File: config.mk
export PLATFORM = sky130hd
export DESIGN_NAME = xlat_buffer
export DESIGN_NICKNAME = d
export VERILOG_FILES = /design/src/rtl/xlat_pkg.sv /design/src/rtl/xlat_cam.sv /design/src/rtl/xlat_victim.sv /design/src/rtl/xlat_buffer.sv
export SDC_FILE = /design/constraint.sdc
export NUM_CORES = 1
export LEC_CHECK = 0
export ABC_AREA = 0
export BUFFER_PORTS_ARGS = -buffer_cell sky130_fd_sc_hd__buf_2
export CAP_MARGIN = 10
export CORE_UTILIZATION = 55
export DETAILED_ROUTE_END_ITERATION = 12
export GPL_ROUTABILITY_DRIVEN = 0
export PLACE_DENSITY_LB_ADDON = 0.15
export SLEW_MARGIN = 10
export SYNTH_ARGS = -nofsm -noshare
export SYNTH_HDL_FRONTEND = slang
export SYNTH_HIERARCHICAL = 1
export SYNTH_SLANG_ARGS = --single-unit
File: constraint.sdc
create_clock -name clk -period 11 [get_ports clk]
set_input_delay 1.1 -clock clk [delete_from_list [all_inputs] [get_ports clk]]
set_output_delay 1.1 -clock clk [all_outputs]
set_load 0.005 [all_outputs]
File: src/rtl/xlat_pkg.sv
package xlat_pkg;

  // Where a committed refill lands.
  typedef enum logic [1:0] {
    PLACE_HIT_SLOT    = 2'd0,  // tag already held: rewrite in place
    PLACE_FREE_SLOT   = 2'd1,  // lowest invalid entry
    PLACE_VICTIM_SLOT = 2'd2   // round-robin replacement
  } place_kind_e;

endpackage

File: src/rtl/xlat_cam.sv
// Entry storage with two parallel tag comparators (lookup and refill).
module xlat_cam #(
  parameter int ENTRIES = 8,
  parameter int VPN_W   = 20,
  parameter int PPN_W   = 20,
  parameter int FLAG_W  = 12,
  parameter int IDX_W   = 3
) (
  input  logic               clk,
  input  logic               rst_n,
  input  logic               clear_all,
  input  logic               wr_en,
  input  logic [IDX_W-1:0]   wr_idx,
  input  logic [VPN_W-1:0]   wr_tag,
  input  logic [PPN_W-1:0]   wr_ppn,
  input  logic [FLAG_W-1:0]  wr_flags,
  input  logic [VPN_W-1:0]   lk_tag,
  input  logic [VPN_W-1:0]   fill_tag,
  output logic [ENTRIES-1:0] valid_vec,
  output logic [ENTRIES-1:0] lk_match,
  output logic [ENTRIES-1:0] fill_match,
  output logic [PPN_W-1:0]   rd_ppn,
  output logic [FLAG_W-1:0]  rd_flags
);

  logic [VPN_W-1:0]  tag_q  [ENTRIES];
  logic [PPN_W-1:0]  ppn_q  [ENTRIES];
  logic [FLAG_W-1:0] flag_q [ENTRIES];

  // A slot only matches while it is valid.
  function automatic logic slot_match(input logic vld,
                                      input logic [VPN_W-1:0] stored,
                                      input logic [VPN_W-1:0] probe);
    return vld && (stored == probe);
  endfunction

  for (genvar g = 0; g < ENTRIES; g++) begin : g_slot
    logic sel;
    assign sel = wr_en && (wr_idx == IDX_W'(g));

    always_ff @(posedge clk) begin
      if (!rst_n) begin
        valid_vec[g] <= 1'b0;
        tag_q[g]     <= '0;
        ppn_q[g]     <= '0;
        flag_q[g]    <= '0;
      end else if (clear_all) begin
        valid_vec[g] <= 1'b0;
      end else if (sel) begin
        valid_vec[g] <= 1'b1;
        tag_q[g]     <= wr_tag;
        ppn_q[g]     <= wr_ppn;
        flag_q[g]    <= wr_flags;
      end
    end

    assign lk_match[g]   = slot_match(valid_vec[g], tag_q[g], lk_tag);
    assign fill_match[g] = slot_match(valid_vec[g], tag_q[g], fill_tag);
  end

  // At most one slot matches, so an OR-reduction acts as the read mux.
  always_comb begin
    rd_ppn   = '0;
    rd_flags = '0;
    for (int i = 0; i < ENTRIES; i++) begin
      if (lk_match[i]) begin
        rd_ppn   = rd_ppn | ppn_q[i];
        rd_flags = rd_flags | flag_q[i];
      end
    end
  end

endmodule

File: src/rtl/xlat_victim.sv
// Picks the slot a refill writes and keeps the round-robin pointer.
module xlat_victim #(
  parameter int ENTRIES = 8,
  parameter int IDX_W   = 3
) (
  input  logic                   clk,
  input  logic                   rst_n,
  input  logic                   fill_commit,
  input  logic [ENTRIES-1:0]     valid_vec,
  input  logic [ENTRIES-1:0]     fill_match,
  output logic [IDX_W-1:0]       place_idx,
  output xlat_pkg::place_kind_e  place_kind,
  output logic [IDX_W-1:0]       rr_ptr,
  output logic                   evict_fire
);
  import xlat_pkg::*;

  function automatic logic [IDX_W-1:0] lowest_set(input logic [ENTRIES-1:0] v);
    logic [IDX_W-1:0] r;
    r = '0;
    for (int i = ENTRIES - 1; i >= 0; i--) begin
      if (v[i]) r = IDX_W'(i);
    end
    return r;
  endfunction

  function automatic logic [IDX_W-1:0] rr_advance(input logic [IDX_W-1:0] p);
    if (p == IDX_W'(ENTRIES - 1)) return '0;
    return p + 1'b1;
  endfunction

  always_comb begin
    if (|fill_match) begin
      place_kind = PLACE_HIT_SLOT;
      place_idx  = lowest_set(fill_match);
    end else if (!(&valid_vec)) begin
      place_kind = PLACE_FREE_SLOT;
      place_idx  = lowest_set(~valid_vec);
    end else begin
      place_kind = PLACE_VICTIM_SLOT;
      place_idx  = rr_ptr;
    end
  end

  assign evict_fire = fill_commit && (place_kind == PLACE_VICTIM_SLOT);

  always_ff @(posedge clk) begin
    if (!rst_n)          rr_ptr <= '0;
    else if (evict_fire) rr_ptr <= rr_advance(rr_ptr);
  end

endmodule

File: src/rtl/xlat_buffer.sv
module xlat_buffer #(
  parameter int ENTRIES = 8,
  parameter int VPN_W   = 20,
  parameter int PPN_W   = 20,
  parameter int FLAG_W  = 12
) (
  input  logic              clk,
  input  logic              rst_n,
  input  logic              lk_valid,
  input  logic [VPN_W-1:0]  lk_vpn,
  output logic              lk_hit,
  output logic [PPN_W-1:0]  lk_ppn,
  output logic [FLAG_W-1:0] lk_flags,
  output logic              walk_req,
  input  logic              fill_valid,
  input  logic [VPN_W-1:0]  fill_vpn,
  input  logic [PPN_W-1:0]  fill_ppn,
  input  logic [FLAG_W-1:0] fill_flags,
  input  logic              flush
);
  import xlat_pkg::*;

  localparam int IDX_W = (ENTRIES > 1) ? $clog2(ENTRIES) : 1;

  // Named internal events, also used by the bound checker.
  logic [ENTRIES-1:0] valid_vec;
  logic [ENTRIES-1:0] lk_match;
  logic [ENTRIES-1:0] fill_match;
  logic [PPN_W-1:0]   rd_ppn;
  logic [FLAG_W-1:0]  rd_flags;
  logic               fill_commit;
  logic [IDX_W-1:0]   place_idx;
  place_kind_e        place_kind;
  logic [IDX_W-1:0]   rr_ptr;
  logic               evict_fire;
  logic               hit_int;

  // A flush wins over a refill in the same cycle.
  assign fill_commit = fill_valid && !flush;

  xlat_cam #(
    .ENTRIES(ENTRIES), .VPN_W(VPN_W), .PPN_W(PPN_W),
    .FLAG_W(FLAG_W), .IDX_W(IDX_W)
  ) u_cam (
    .clk       (clk),
    .rst_n     (rst_n),
    .clear_all (flush),
    .wr_en     (fill_commit),
    .wr_idx    (place_idx),
    .wr_tag    (fill_vpn),
    .wr_ppn    (fill_ppn),
    .wr_flags  (fill_flags),
    .lk_tag    (lk_vpn),
    .fill_tag  (fill_vpn),
    .valid_vec (valid_vec),
    .lk_match  (lk_match),
    .fill_match(fill_match),
    .rd_ppn    (rd_ppn),
    .rd_flags  (rd_flags)
  );

  xlat_victim #(.ENTRIES(ENTRIES), .IDX_W(IDX_W)) u_victim (
    .clk        (clk),
    .rst_n      (rst_n),
    .fill_commit(fill_commit),
    .valid_vec  (valid_vec),
    .fill_match (fill_match),
    .place_idx  (place_idx),
    .place_kind (place_kind),
    .rr_ptr     (rr_ptr),
    .evict_fire (evict_fire)
  );

  // A lookup during a flush is treated as a miss.
  assign hit_int  = lk_valid && !flush && (|lk_match);
  assign lk_hit   = hit_int;
  assign walk_req = lk_valid && !hit_int;
  assign lk_ppn   = hit_int ? rd_ppn   : '0;
  assign lk_flags = hit_int ? rd_flags : '0;

endmodule

==> metrics.csv <==
metric;value;unit
post-DR vias/cell;6.32;
fin cells;2475;
CTS tree;done;
global-route usage over all layers;33.4;%
Area Overhead vs Synth;10.4;%
number of enable flip-flop cells after synthesis;416;
commonest non-fill, non-tap cell in the layout;and2_1;
largest net degree at the start of global routing;54;
unrepaired setup endpoints after global routing;false;
Area contributors post-synth;edfxtp_1 (56%), and2_1 (13%), xnor2_1 (8.7%), nand3_1 (3.9%), xor2_1 (3.7%);
Worst-Margin Slew;1.09;ns
Yosys reg bits;427;
Cell Rows;73;
post-route ant nets;0;
fmax;174;MHz
Slew Limit Fails;0;
Setup TNS;0;ns
final wirelength;68600;microns
# fillers;3168;
Max IR drop VDD;0.103;mV
P_leak;9.05;nW
asr flop ratio synth;0;%
Critical Path AT;5.96;ns
worst r2r src;u_cam/tag_q[1][39];
Worst EP required;11.22;ns
CTS clk-pin slew, worst paths;0.06;ns
CTS Hold Bufs;0;
Avg WL per Cell;27.7;microns
Worst Setup End Kind;register;
initial core utilization;56.1;%
top cell type's share of synthesized area;55.7;%
crit path kind;in2reg;
post-CTS setup buffer count;0;
fin crit period;5.73;ns
status;completed;
Seq/Total Area, Yosys;56.7;%
Max-cap violations;0;
routed vias;15600;
Max clock buf depth;3;
global route overflow;0;
Setup crit start;fill_vpn[5];
final setup skew;0.0160;ns
vias in the first global route;15400;
H-tree depth;2;
Inst Count DP;2392;
clock tree sinks;427;
library cells used by synthesis;46;
critical path endpoint;u_cam/flag_q[1][3];
Num CTS Buffers;46;
Final setup viols;0;
Worst R2R End;u_cam/flag_q[1][3];
Tcrit/Tclk final;52.1;%
IO Port Bufs;110;
pwr/cell area;146;nW/um^2
die area;41600;sq um
initial DRC count;1823;
CP startpoint kind;input pin;
Final HPWL DP;40600;microns
core area;40000;sq um
Synth Flop Type;edfxtp_1;
Synth Instances;1866;
Fin. Hold Viols;0;
drt pass-1 iters;6;
global-route wire length before repair;101000;microns
Mapped Area;22400;sq um
most frequent cells in the layout;and2_1 (456), edfxtp_1 (416), xnor2_1 (223);
Mean Syn Cell Area;12.0;sq um
CTS resizes;0;
layout cells sized above 1;14.3;%
HP Class;reg2reg;
die height;204;microns
CP max FO;27;
HP Start;u_victim/rr_ptr[1];
Total Nets Final;1994;
DRC viols;0;
R2R Setup Slk;5.68;ns
Ports;111;
Chip Width;204;microns
Worst R2R Path Depth;11;
post-synthesis net count;1945;
initial antenna violation count;3;
Slew headroom;27.1;%
clock root cell;clkbuf_16;
Synth area leader;edfxtp_1;
clock latency on the worst-skew pair;0.58;ns
Ys Warns;6;
-- routing by layer --
metal  share of wire (%)  track usage, %  vias to the layer above
met4                 3.0            12.4                        0
met1                  41            47.3                     7758
met2                  46            52.0                      975
met3                  10            5.02                      143
li1                    -               -                     6772
met5                   0               0                        -
-- final cells by class --
type,instances,area [sq um],area share (%)
flip-flops and latches,427,12700,51.3
multi-input cells,1291,9140,36.9
clock buffers,59,1260,5.09
repair buffers,143,798,3.22
well taps,525,657,2.65
clock inverters,21,165,0.667
inverters,6,22.5,0.0909
diodes,3,7.51,0.0303
-- sequential cells by signal, indices dropped and copies added (netlist names) --
signal,cells
u_cam/valid_vec,8
u_victim/rr_ptr,3
u_cam/flag_q,96
u_cam/tag_q,160
u_cam/ppn_q,160
-- worst min-delay path by stage --
stage / end / slack (ns) / depth (start not counted)
6_report: u_victim/rr_ptr[1] / 0.49 / 2
2_1_floorplan: u_victim/rr_ptr[1] / 0.45 / 2
5_1_grt: u_victim/rr_ptr[1] / 0.50 / 2
3_5_place_dp: u_victim/rr_ptr[2] / 0.48 / 2
3_3_place_gp: u_victim/rr_ptr[2] / 0.47 / 2
4_1_cts: u_victim/rr_ptr[2] / 0.49 / 2
-- cell usage after synthesis (3+ instances only) --
| cell | count |
|---|---|
| buf_2 | 30 |
| nand3_1 | 177 |
| o31ai_1 | 3 |
| a31oi_1 | 32 |
| a21o_1 | 8 |
| clkbuf_1 | 83 |
| nand2b_1 | 5 |
| nor4_2 | 3 |
| nor2b_1 | 4 |
| edfxtp_1 | 416 |
| o21ai_1 | 3 |
| xnor2_1 | 223 |
| nand4_1 | 117 |
| nor4_1 | 32 |
| buf_4 | 7 |
| nor4_4 | 9 |
| inv_1 | 5 |
| and3_1 | 40 |
| o21ai_0 | 9 |
| buf_6 | 19 |
| a21oi_1 | 4 |
| and4_1 | 3 |
| nor2_1 | 13 |
| and2_1 | 456 |
| xor2_1 | 94 |
| and4_4 | 29 |
| dfxtp_1 | 11 |
| nand2_1 | 7 |
-- kinds of logic (layout without fill, tap and decap cells) --
kind of cell	count (synthesis)	in the layout	synth area share (%)
and+or+nand+nor	904	904	25.5
AOI/OAI and AO/OA	68	68	1.97
xor gates and xnor gates	317	317	12.4
adders and majority gates	2	2	0.112
other	0	3	0
DFF	427	427	56.7
buffers and inverters	148	229	3.41
-- worst max-delay path, cell delays in order --
cell     delay, ns
buf_2         0.38
xor2_1        0.13
nor4_1        0.41
nand4_1       0.14
nor4_1        0.74
or4_4         0.30
nor4_4        0.06
and2_1        0.15
a311o_2       0.45
or3b_2        0.63
o21ai_4       0.90
buf_4         0.52
-- per-stage QoR --
step	total power, mW	hold WS, ns	util [%]	cell area, sq um	worst slack, ns
floorplan	2.05	0.445	-	22400	2.79
finish	3.61	0.490	61.9	24800	5.27
CTS	3.62	0.486	61.9	24800	5.30
detailed placement	2.15	0.479	58.3	23300	4.71
global placement	2.14	0.470	58.3	23300	4.84
global route	3.70	0.500	61.9	24800	5.14
-- where the power goes --
part / internal, mW / leakage (nW) / total, mW / switching (mW)
sequential: 1.84 / 4.39 / 1.88 / 0.0358
clock: 0.852 / 0.700 / 1.49 / 0.637
combinational: 0.0791 / 3.96 / 0.245 / 0.166
Power figures use the tool's default switching activity.
